[src/rtl/spi_dr_pkg.sv]
package spi_dr_pkg;
  // Status byte field positions, decoded by software.
  localparam int ST_DONE_BIT = 7;
  localparam int ST_WCOL_BIT = 6;
  localparam int ST_OVR_BIT  = 5;

  typedef enum logic {
    SEL_STATUS = 1'b0,
    SEL_DATA   = 1'b1
  } bus_sel_e;
endpackage

[src/rtl/spi_dr_mseq.sv]
// Master sequencer: divides the system clock, drives SCK and emits
// sample / shift strobes for one byte.
module spi_dr_mseq #(
  parameter int DIV  = 4,
  parameter int BITS = 8
) (
  input  logic clk,
  input  logic rst,
  input  logic enable,
  input  logic start,
  output logic busy,
  output logic sck,
  output logic sample_stb,
  output logic shift_stb,
  output logic last_stb
);
  localparam int PW   = (DIV  > 2) ? $clog2(DIV)  : 1;
  localparam int BW   = (BITS > 2) ? $clog2(BITS) : 1;
  localparam logic [PW-1:0] PH_RISE = PW'(DIV/2 - 1);
  localparam logic [PW-1:0] PH_LAST = PW'(DIV - 1);
  localparam logic [BW-1:0] BC_LAST = BW'(BITS - 1);

  logic [PW-1:0] ph;
  logic [BW-1:0] bc;

  assign sample_stb = busy && (ph == PH_RISE);
  assign shift_stb  = busy && (ph == PH_LAST);
  assign last_stb   = shift_stb && (bc == BC_LAST);

  always_ff @(posedge clk) begin
    if (rst || !enable) begin
      busy <= 1'b0;
      sck  <= 1'b0;
      ph   <= '0;
      bc   <= '0;
    end else if (start && !busy) begin
      busy <= 1'b1;
      sck  <= 1'b0;
      ph   <= '0;
      bc   <= '0;
    end else if (busy) begin
      ph <= (ph == PH_LAST) ? '0 : ph + 1'b1;
      if (ph == PH_RISE) sck <= 1'b1;
      if (ph == PH_LAST) begin
        sck <= 1'b0;
        bc  <= (bc == BC_LAST) ? '0 : bc + 1'b1;
        if (bc == BC_LAST) busy <= 1'b0;
      end
    end
  end
endmodule

[src/rtl/spi_dr_sfront.sv]
// Slave front end: synchronizes external SCK and select, finds the
// edges and counts bits of the current byte.
module spi_dr_sfront #(
  parameter int SYNC = 2,
  parameter int BITS = 8
) (
  input  logic clk,
  input  logic rst,
  input  logic enable,
  input  logic sck_in,
  input  logic ss_n_in,
  output logic sample_stb,
  output logic shift_stb,
  output logic last_stb
);
  localparam int BW = (BITS > 2) ? $clog2(BITS) : 1;
  localparam logic [BW-1:0] BC_LAST = BW'(BITS - 1);

  logic [SYNC-1:0] sck_pipe;
  logic [SYNC-1:0] ss_pipe;
  logic            sck_prev;
  logic [BW-1:0]   bc;
  logic            sck_s;
  logic            ss_s;

  generate
    for (genvar g = 0; g < SYNC; g++) begin : g_sync
      if (g == 0) begin : g_first
        always_ff @(posedge clk) begin
          if (rst) begin
            sck_pipe[g] <= 1'b0;
            ss_pipe[g]  <= 1'b1;
          end else begin
            sck_pipe[g] <= sck_in;
            ss_pipe[g]  <= ss_n_in;
          end
        end
      end else begin : g_next
        always_ff @(posedge clk) begin
          if (rst) begin
            sck_pipe[g] <= 1'b0;
            ss_pipe[g]  <= 1'b1;
          end else begin
            sck_pipe[g] <= sck_pipe[g-1];
            ss_pipe[g]  <= ss_pipe[g-1];
          end
        end
      end
    end
  endgenerate

  assign sck_s = sck_pipe[SYNC-1];
  assign ss_s  = ss_pipe[SYNC-1];

  assign sample_stb = enable && !ss_s &&  sck_s && !sck_prev;
  assign shift_stb  = enable && !ss_s && !sck_s &&  sck_prev;
  assign last_stb   = shift_stb && (bc == BC_LAST);

  always_ff @(posedge clk) begin
    if (rst) sck_prev <= 1'b0;
    else     sck_prev <= sck_s;
  end

  always_ff @(posedge clk) begin
    if (rst || ss_s || !enable) bc <= '0;
    else if (shift_stb)         bc <= (bc == BC_LAST) ? '0 : bc + 1'b1;
  end
endmodule

[src/rtl/spi_dr_flags.sv]
// Completion / overrun / collision flags with the two-step clear rule.
module spi_dr_flags (
  input  logic clk,
  input  logic rst,
  input  logic stat_rd,
  input  logic data_acc,
  input  logic fire,
  input  logic wcol_set,
  output logic done_q,
  output logic ovr_q,
  output logic wcol_q,
  output logic accept
);
  logic arm_done, arm_ovr, arm_wcol;
  logic clr_done, clr_ovr, clr_wcol;
  logic done_eff;

  assign clr_done = arm_done && data_acc;
  assign clr_ovr  = arm_ovr  && data_acc;
  assign clr_wcol = arm_wcol && data_acc;

  // A clear in the completion cycle is honoured before the new byte.
  assign done_eff = done_q && !clr_done;
  assign accept   = fire && !done_eff;

  always_ff @(posedge clk) begin
    if (rst) begin
      arm_done <= 1'b0;
      arm_ovr  <= 1'b0;
      arm_wcol <= 1'b0;
    end else if (data_acc) begin
      arm_done <= 1'b0;
      arm_ovr  <= 1'b0;
      arm_wcol <= 1'b0;
    end else if (stat_rd) begin
      if (done_q) arm_done <= 1'b1;
      if (ovr_q)  arm_ovr  <= 1'b1;
      if (wcol_q) arm_wcol <= 1'b1;
    end
  end

  always_ff @(posedge clk) begin
    if (rst) begin
      done_q <= 1'b0;
      ovr_q  <= 1'b0;
      wcol_q <= 1'b0;
    end else begin
      if (fire)          done_q <= 1'b1;
      else if (clr_done) done_q <= 1'b0;

      if (fire && done_eff) ovr_q <= 1'b1;
      else if (clr_ovr)     ovr_q <= 1'b0;

      if (wcol_set)      wcol_q <= 1'b1;
      else if (clr_wcol) wcol_q <= 1'b0;
    end
  end
endmodule

[src/rtl/spi_dr_core.sv]
module spi_dr_core
  import spi_dr_pkg::*;
#(
  parameter int DATA_W      = 8,
  parameter int CLK_DIV     = 4,
  parameter int SYNC_STAGES = 2
) (
  input  logic              clk,
  input  logic              rst,
  input  logic              master_mode,
  input  logic              bus_sel,
  input  logic              bus_wr,
  input  logic              bus_rd,
  input  logic [DATA_W-1:0] bus_wdata,
  output logic [DATA_W-1:0] bus_rdata,
  output logic              sck_o,
  output logic              mosi_o,
  input  logic              miso_i,
  input  logic              sck_i,
  input  logic              ss_n_i,
  input  logic              mosi_i,
  output logic              miso_o
);
  localparam int MSB = DATA_W - 1;

  logic data_wr, data_acc, stat_rd;
  logic m_busy, m_start, m_sample, m_shift, m_last;
  logic s_sample, s_shift, s_last;
  logic wcol_set, load, shift_stb, fire, accept;
  logic done_q, ovr_q, wcol_q;
  logic rx_bit;
  logic [DATA_W-1:0] shreg, rx_buf, new_byte, status_byte;

  assign data_wr  = bus_wr && (bus_sel == SEL_DATA);
  assign data_acc = (bus_wr || bus_rd) && (bus_sel == SEL_DATA);
  assign stat_rd  = bus_rd && (bus_sel == SEL_STATUS);

  assign m_start  = data_wr && master_mode && !m_busy;
  assign wcol_set = data_wr && master_mode &&  m_busy;
  assign load     = data_wr && (!master_mode || !m_busy);

  spi_dr_mseq #(.DIV(CLK_DIV), .BITS(DATA_W)) i_mseq (
    .clk        (clk),
    .rst        (rst),
    .enable     (master_mode),
    .start      (m_start),
    .busy       (m_busy),
    .sck        (sck_o),
    .sample_stb (m_sample),
    .shift_stb  (m_shift),
    .last_stb   (m_last)
  );

  spi_dr_sfront #(.SYNC(SYNC_STAGES), .BITS(DATA_W)) i_sfront (
    .clk        (clk),
    .rst        (rst),
    .enable     (!master_mode),
    .sck_in     (sck_i),
    .ss_n_in    (ss_n_i),
    .sample_stb (s_sample),
    .shift_stb  (s_shift),
    .last_stb   (s_last)
  );

  spi_dr_flags i_flags (
    .clk      (clk),
    .rst      (rst),
    .stat_rd  (stat_rd),
    .data_acc (data_acc),
    .fire     (fire),
    .wcol_set (wcol_set),
    .done_q   (done_q),
    .ovr_q    (ovr_q),
    .wcol_q   (wcol_q),
    .accept   (accept)
  );

  assign shift_stb = m_shift || s_shift;
  assign fire      = m_last  || s_last;
  assign new_byte  = {shreg[MSB-1:0], rx_bit};

  always_ff @(posedge clk) begin
    if (rst)           rx_bit <= 1'b0;
    else if (m_sample) rx_bit <= miso_i;
    else if (s_sample) rx_bit <= mosi_i;
  end

  // Data path registers keep their contents through reset.
  always_ff @(posedge clk) begin
    if (load)           shreg <= bus_wdata;
    else if (shift_stb) shreg <= new_byte;
  end

  always_ff @(posedge clk) begin
    if (accept) rx_buf <= new_byte;
  end

  always_comb begin
    status_byte              = '0;
    status_byte[ST_DONE_BIT] = done_q;
    status_byte[ST_WCOL_BIT] = wcol_q;
    status_byte[ST_OVR_BIT]  = ovr_q;
  end

  always_ff @(posedge clk) begin
    if (rst)         bus_rdata <= '0;
    else if (bus_rd) bus_rdata <= (bus_sel == SEL_DATA) ? rx_buf : status_byte;
  end

  assign mosi_o = shreg[MSB];
  assign miso_o = shreg[MSB];
endmodule

[config.mk]
export PLATFORM = sky130hd
export DESIGN_NAME = spi_dr_core
export DESIGN_NICKNAME = d
export VERILOG_FILES = /design/src/rtl/spi_dr_pkg.sv /design/src/rtl/spi_dr_mseq.sv /design/src/rtl/spi_dr_sfront.sv /design/src/rtl/spi_dr_flags.sv /design/src/rtl/spi_dr_core.sv
export SDC_FILE = /design/constraint.sdc
export NUM_CORES = 1
export LEC_CHECK = 0
export BUFFER_PORTS_ARGS = -buffer_cell sky130_fd_sc_hd__buf_2
export CORE_MARGIN = 3
export CORE_UTILIZATION = 46
export DETAILED_ROUTE_END_ITERATION = 8
export GPL_ROUTABILITY_DRIVEN = 0
export GPL_TIMING_DRIVEN = 0
export PLACE_DENSITY = 0.77
export SLEW_MARGIN = 0
export SYNTH_ARGS = -nofsm -noshare
export SYNTH_HDL_FRONTEND = slang
export SYNTH_HIERARCHICAL = 1
export SYNTH_SLANG_ARGS = --single-unit
export TNS_END_PERCENT = 50
[constraint.sdc]
create_clock -name clk -period 2.2 [get_ports clk]
set_input_delay 0.33 -clock clk [delete_from_list [all_inputs] [get_ports clk]]
set_output_delay 0.33 -clock clk [all_outputs]
set_load 0.1 [all_outputs]
==> out/qor.yml <==
timing:
  skew_ns: 0.00564
  worst_pin_slew_ns: 0.535
  worst_slack_ns: 0.432
  finalHoldViolations: 0
  rsz0062_at_grt: "no"
  max_freq_mhz: 566
  period_needed_ns: 1.77
  whs_ns: 0.213
  fin_tns_setup_ns: 0
  setup_viol: 0
  fin_crit_sh_pct: 80.4
  maxSlewViolCount: 0
  maxSlewHeadroom_pct: 64.2
drt:
  ant_nets: 0
  drtIter0Drc: 52
  wire_per_inst_um: 14.2
  viasPerCell: 5.24
  drc: 0
  drt-total-wl_um: 3440
  drt-pass1-iter-count: 4
  num_vias: 1267
floorplanning:
  rows: 22
  start_util_pct: 50.1
  die_h_um: 70.8
  io_pins: 29
  chipWidth_um: 70.8
  die_area_um2: 5010
  core_region_area_um2: 3850
cts:
  cts_resized: 0
  hold_buffers: 0
  htree_levels: 2
  clock_latency_ns: 0.30
  post_cts_buffers: 0
  cts_tree: "built"
  path_clk_slew_ns: 0.08
  cts_buffers: 5
  clockBufferDepth: 2
  clockRootBuffer: "clkbuf_8"
  cts_sinks: 46
global_routing:
  antenna_found_initial: 0
  grtUsageTotal_pct: 15.2
  grt_pass1_vias: 1292
  gr-total-overflow: 0
  grt_max_degree: 16
  grt_pass1_wl_um: 5970
layout:
  final_core_util_pct: 58.1
  nNetsFinal: 217
  drive_gt1_share_pct: 34.5
  antenna_cells: 0
  final_area_um2: 2240
  area_delta_synth_final_pct: 15.8
logic_synthesis:
  ys_types: 42
  synth_nets: 183
  syn_inst: 159
  synth-simple-area-share_pct: 16.6
  synth_fa_ha_area_share_pct: 3.89
  ys_seq_area_share_pct: 56.0
  synthXorXnorAreaFrac_pct: 0.453
  syn_area_um2: 1930
  ys_warn_count: 6
  synth-compound-area-share_pct: 11.5
  synth.area.mux_share_pct: 8.87
  ys_ff_latch: 46
  synth_top_family_by_area: "simple AND/OR/NAND/NOR gates"
  syn_area_per_cell_um2: 12.2
worst_setup_path:
  r2r_slack_ns: 0.43
  worst-endpoint-required_ns: 2.23
  startpoint_type: "flip-flop"
  r2r_cells: 5
  cp_max_fo: 8
  end_kind: "flip-flop"
  arrival_ns: 1.79
  path_class: "reg2reg"
  worstReg2RegStart: "i_mseq/bc[0]$_SDFFE_PP0P_"
  timing.rr.end: "rx_buf[2]$_DFFE_PP_"
pwr:
  peakVddDrop_uv: 422
  p_leak_nw: 0.876
  power_density_nw_per_um2: 750
run:
  drv_cap: 0
worst_hold_path:
  min_path_cells: 2
  hold_class: "in2reg"
  holdPathEnd: "i_sfront/ss_pipe[0]$_SDFF_PP1_"
  worstHoldStart: "ss_n_i"
placed_design:
  dp_hpwl_um: 2640
  port_buffers: 27
  place_ws_ns: 0.199
  placed_area_um2: 2130
status:
  status: "finished, final reports clean"
cell usage after synthesis (all sizes together):
cell type	n	area [µm²]
nand2	1	3.75
a21boi	1	7.51
nand3	7	35.0
and3	1	7.51
o211ai	1	21.3
nor2b	3	26.3
o22ai	1	6.26
a21oi	10	53.8
nor3	4	20.0
edfxtp	16	480
and2b	3	26.3
mux2	9	101
and3b	1	8.76
nand2b	7	43.8
and2	4	27.5
nand4b	1	8.76
clkbuf	1	3.75
xnor2	1	8.76
nor2	13	48.8
or3b	1	11.3
o21ba	1	10.0
inv	4	15.0
a2111oi	1	15.0
nand4bb	1	11.3
buf	5	35.0
dfxtp	30	601
nor4bb	1	10.0
a211oi	6	50.1
o21a	1	7.51
or2	3	18.8
ha	6	75.1
mux2i	7	70.1
a21bo	5	50.1
nor4	2	12.5
where the power goes:
group | switching, mW | total (mW) | internal (mW)
combinational | 0.108 | 0.156 | 0.0481
clock | 0.275 | 0.614 | 0.339
sequential | 0.00993 | 0.908 | 0.898
registers in the layout (all words and copies together) (netlist names), 2 cells and up:
register,count
i_mseq/bc,3
rx_buf,8
i_sfront/bc,3
bus_rdata,8
shreg,8
i_mseq/ph,2
worst max-delay path by stage:
stage / start / end / slack (ns)
4_1_cts: i_mseq/bc[0]$_SDFFE_PP0P_ / rx_buf[4]$_DFFE_PP_ / 0.43
3_5_place_dp: bus_rd / rx_buf[4]$_DFFE_PP_ / 0.20
6_report: i_mseq/bc[0]$_SDFFE_PP0P_ / rx_buf[2]$_DFFE_PP_ / 0.43
3_3_place_gp: bus_rd / rx_buf[3]$_DFFE_PP_ / 0.31
2_1_floorplan: bus_rd / rx_buf[0]$_DFFE_PP_ / 0.49
5_1_grt: i_mseq/bc[0]$_SDFFE_PP0P_ / rx_buf[0]$_DFFE_PP_ / 0.34
per-layer routing:
layer  vias up  global-route usage (%)  wire length [µm]
met5         -                       0                 0
met4         0                    6.26                73
met3         8                    6.11               196
met2        27                    25.3              1690
met1       590                    17.2              1480
li1        642                       -                 -
critical path, stage by stage, from the launching register on:
cell and delay, ns:
dfxtp_1 0.33, ha_1 0.20, ha_1 0.20, and3_2 0.21, or2_2 0.30, and2_1 0.26
final cells by class:
type,instances,area [µm²]
clock buffer,6,72.6
multi-input combinational,103,797
inverter,4,15.0
sequential,46,1080
fill,337,1620
timing repair buffer,27,135
buffer,6,38.8
clock inverter,2,37.5
tap,48,60.1
placed cells by master (no fill, tap or decap), types with 2 or more instances in the layout:
cell	Yosys	routed
a211oi_1	5	5
and2_2	2	2
dfxtp_1	30	30
nand2b_1	7	7
clkbuf_8	0	5
and2b_2	3	3
mux2_2	9	9
nand3_1	7	7
a21oi_1	9	9
edfxtp_1	16	16
inv_1	4	4
ha_1	6	6
mux2i_1	7	7
and2_1	2	2
buf_2	1	28
buf_4	2	2
or2_2	3	3
nor4_1	2	2
a21bo_2	4	4
nor2_1	13	13
nor2b_1	2	2
nor3_1	4	4
clkbuf_1	1	2
cells by family (layout without fill, tap and decap cells):
logic type                 Yosys count  count (layout)
xor gates and xnor gates             1               1
AOI/OAI and AO/OA                   27              27
and+or+nand+nor                     53              53
muxes                               16              16
adders and majority gates            6               6
DFF                                 46              46
buffers and inverters               10              45
through the flow:
| stage | std cells | total power [mW] |
|---|---|---|
| 3_3_place_gp | 234 | 1.08 |
| 2_1_floorplan | 159 | 1.04 |
| 3_5_place_dp | 234 | 1.08 |
| 6_report | 242 | 1.68 |
| 4_1_cts | 242 | 1.70 |
| 5_1_grt | 242 | 1.75 |
Note: power is estimated with default switching activity, not from simulation.
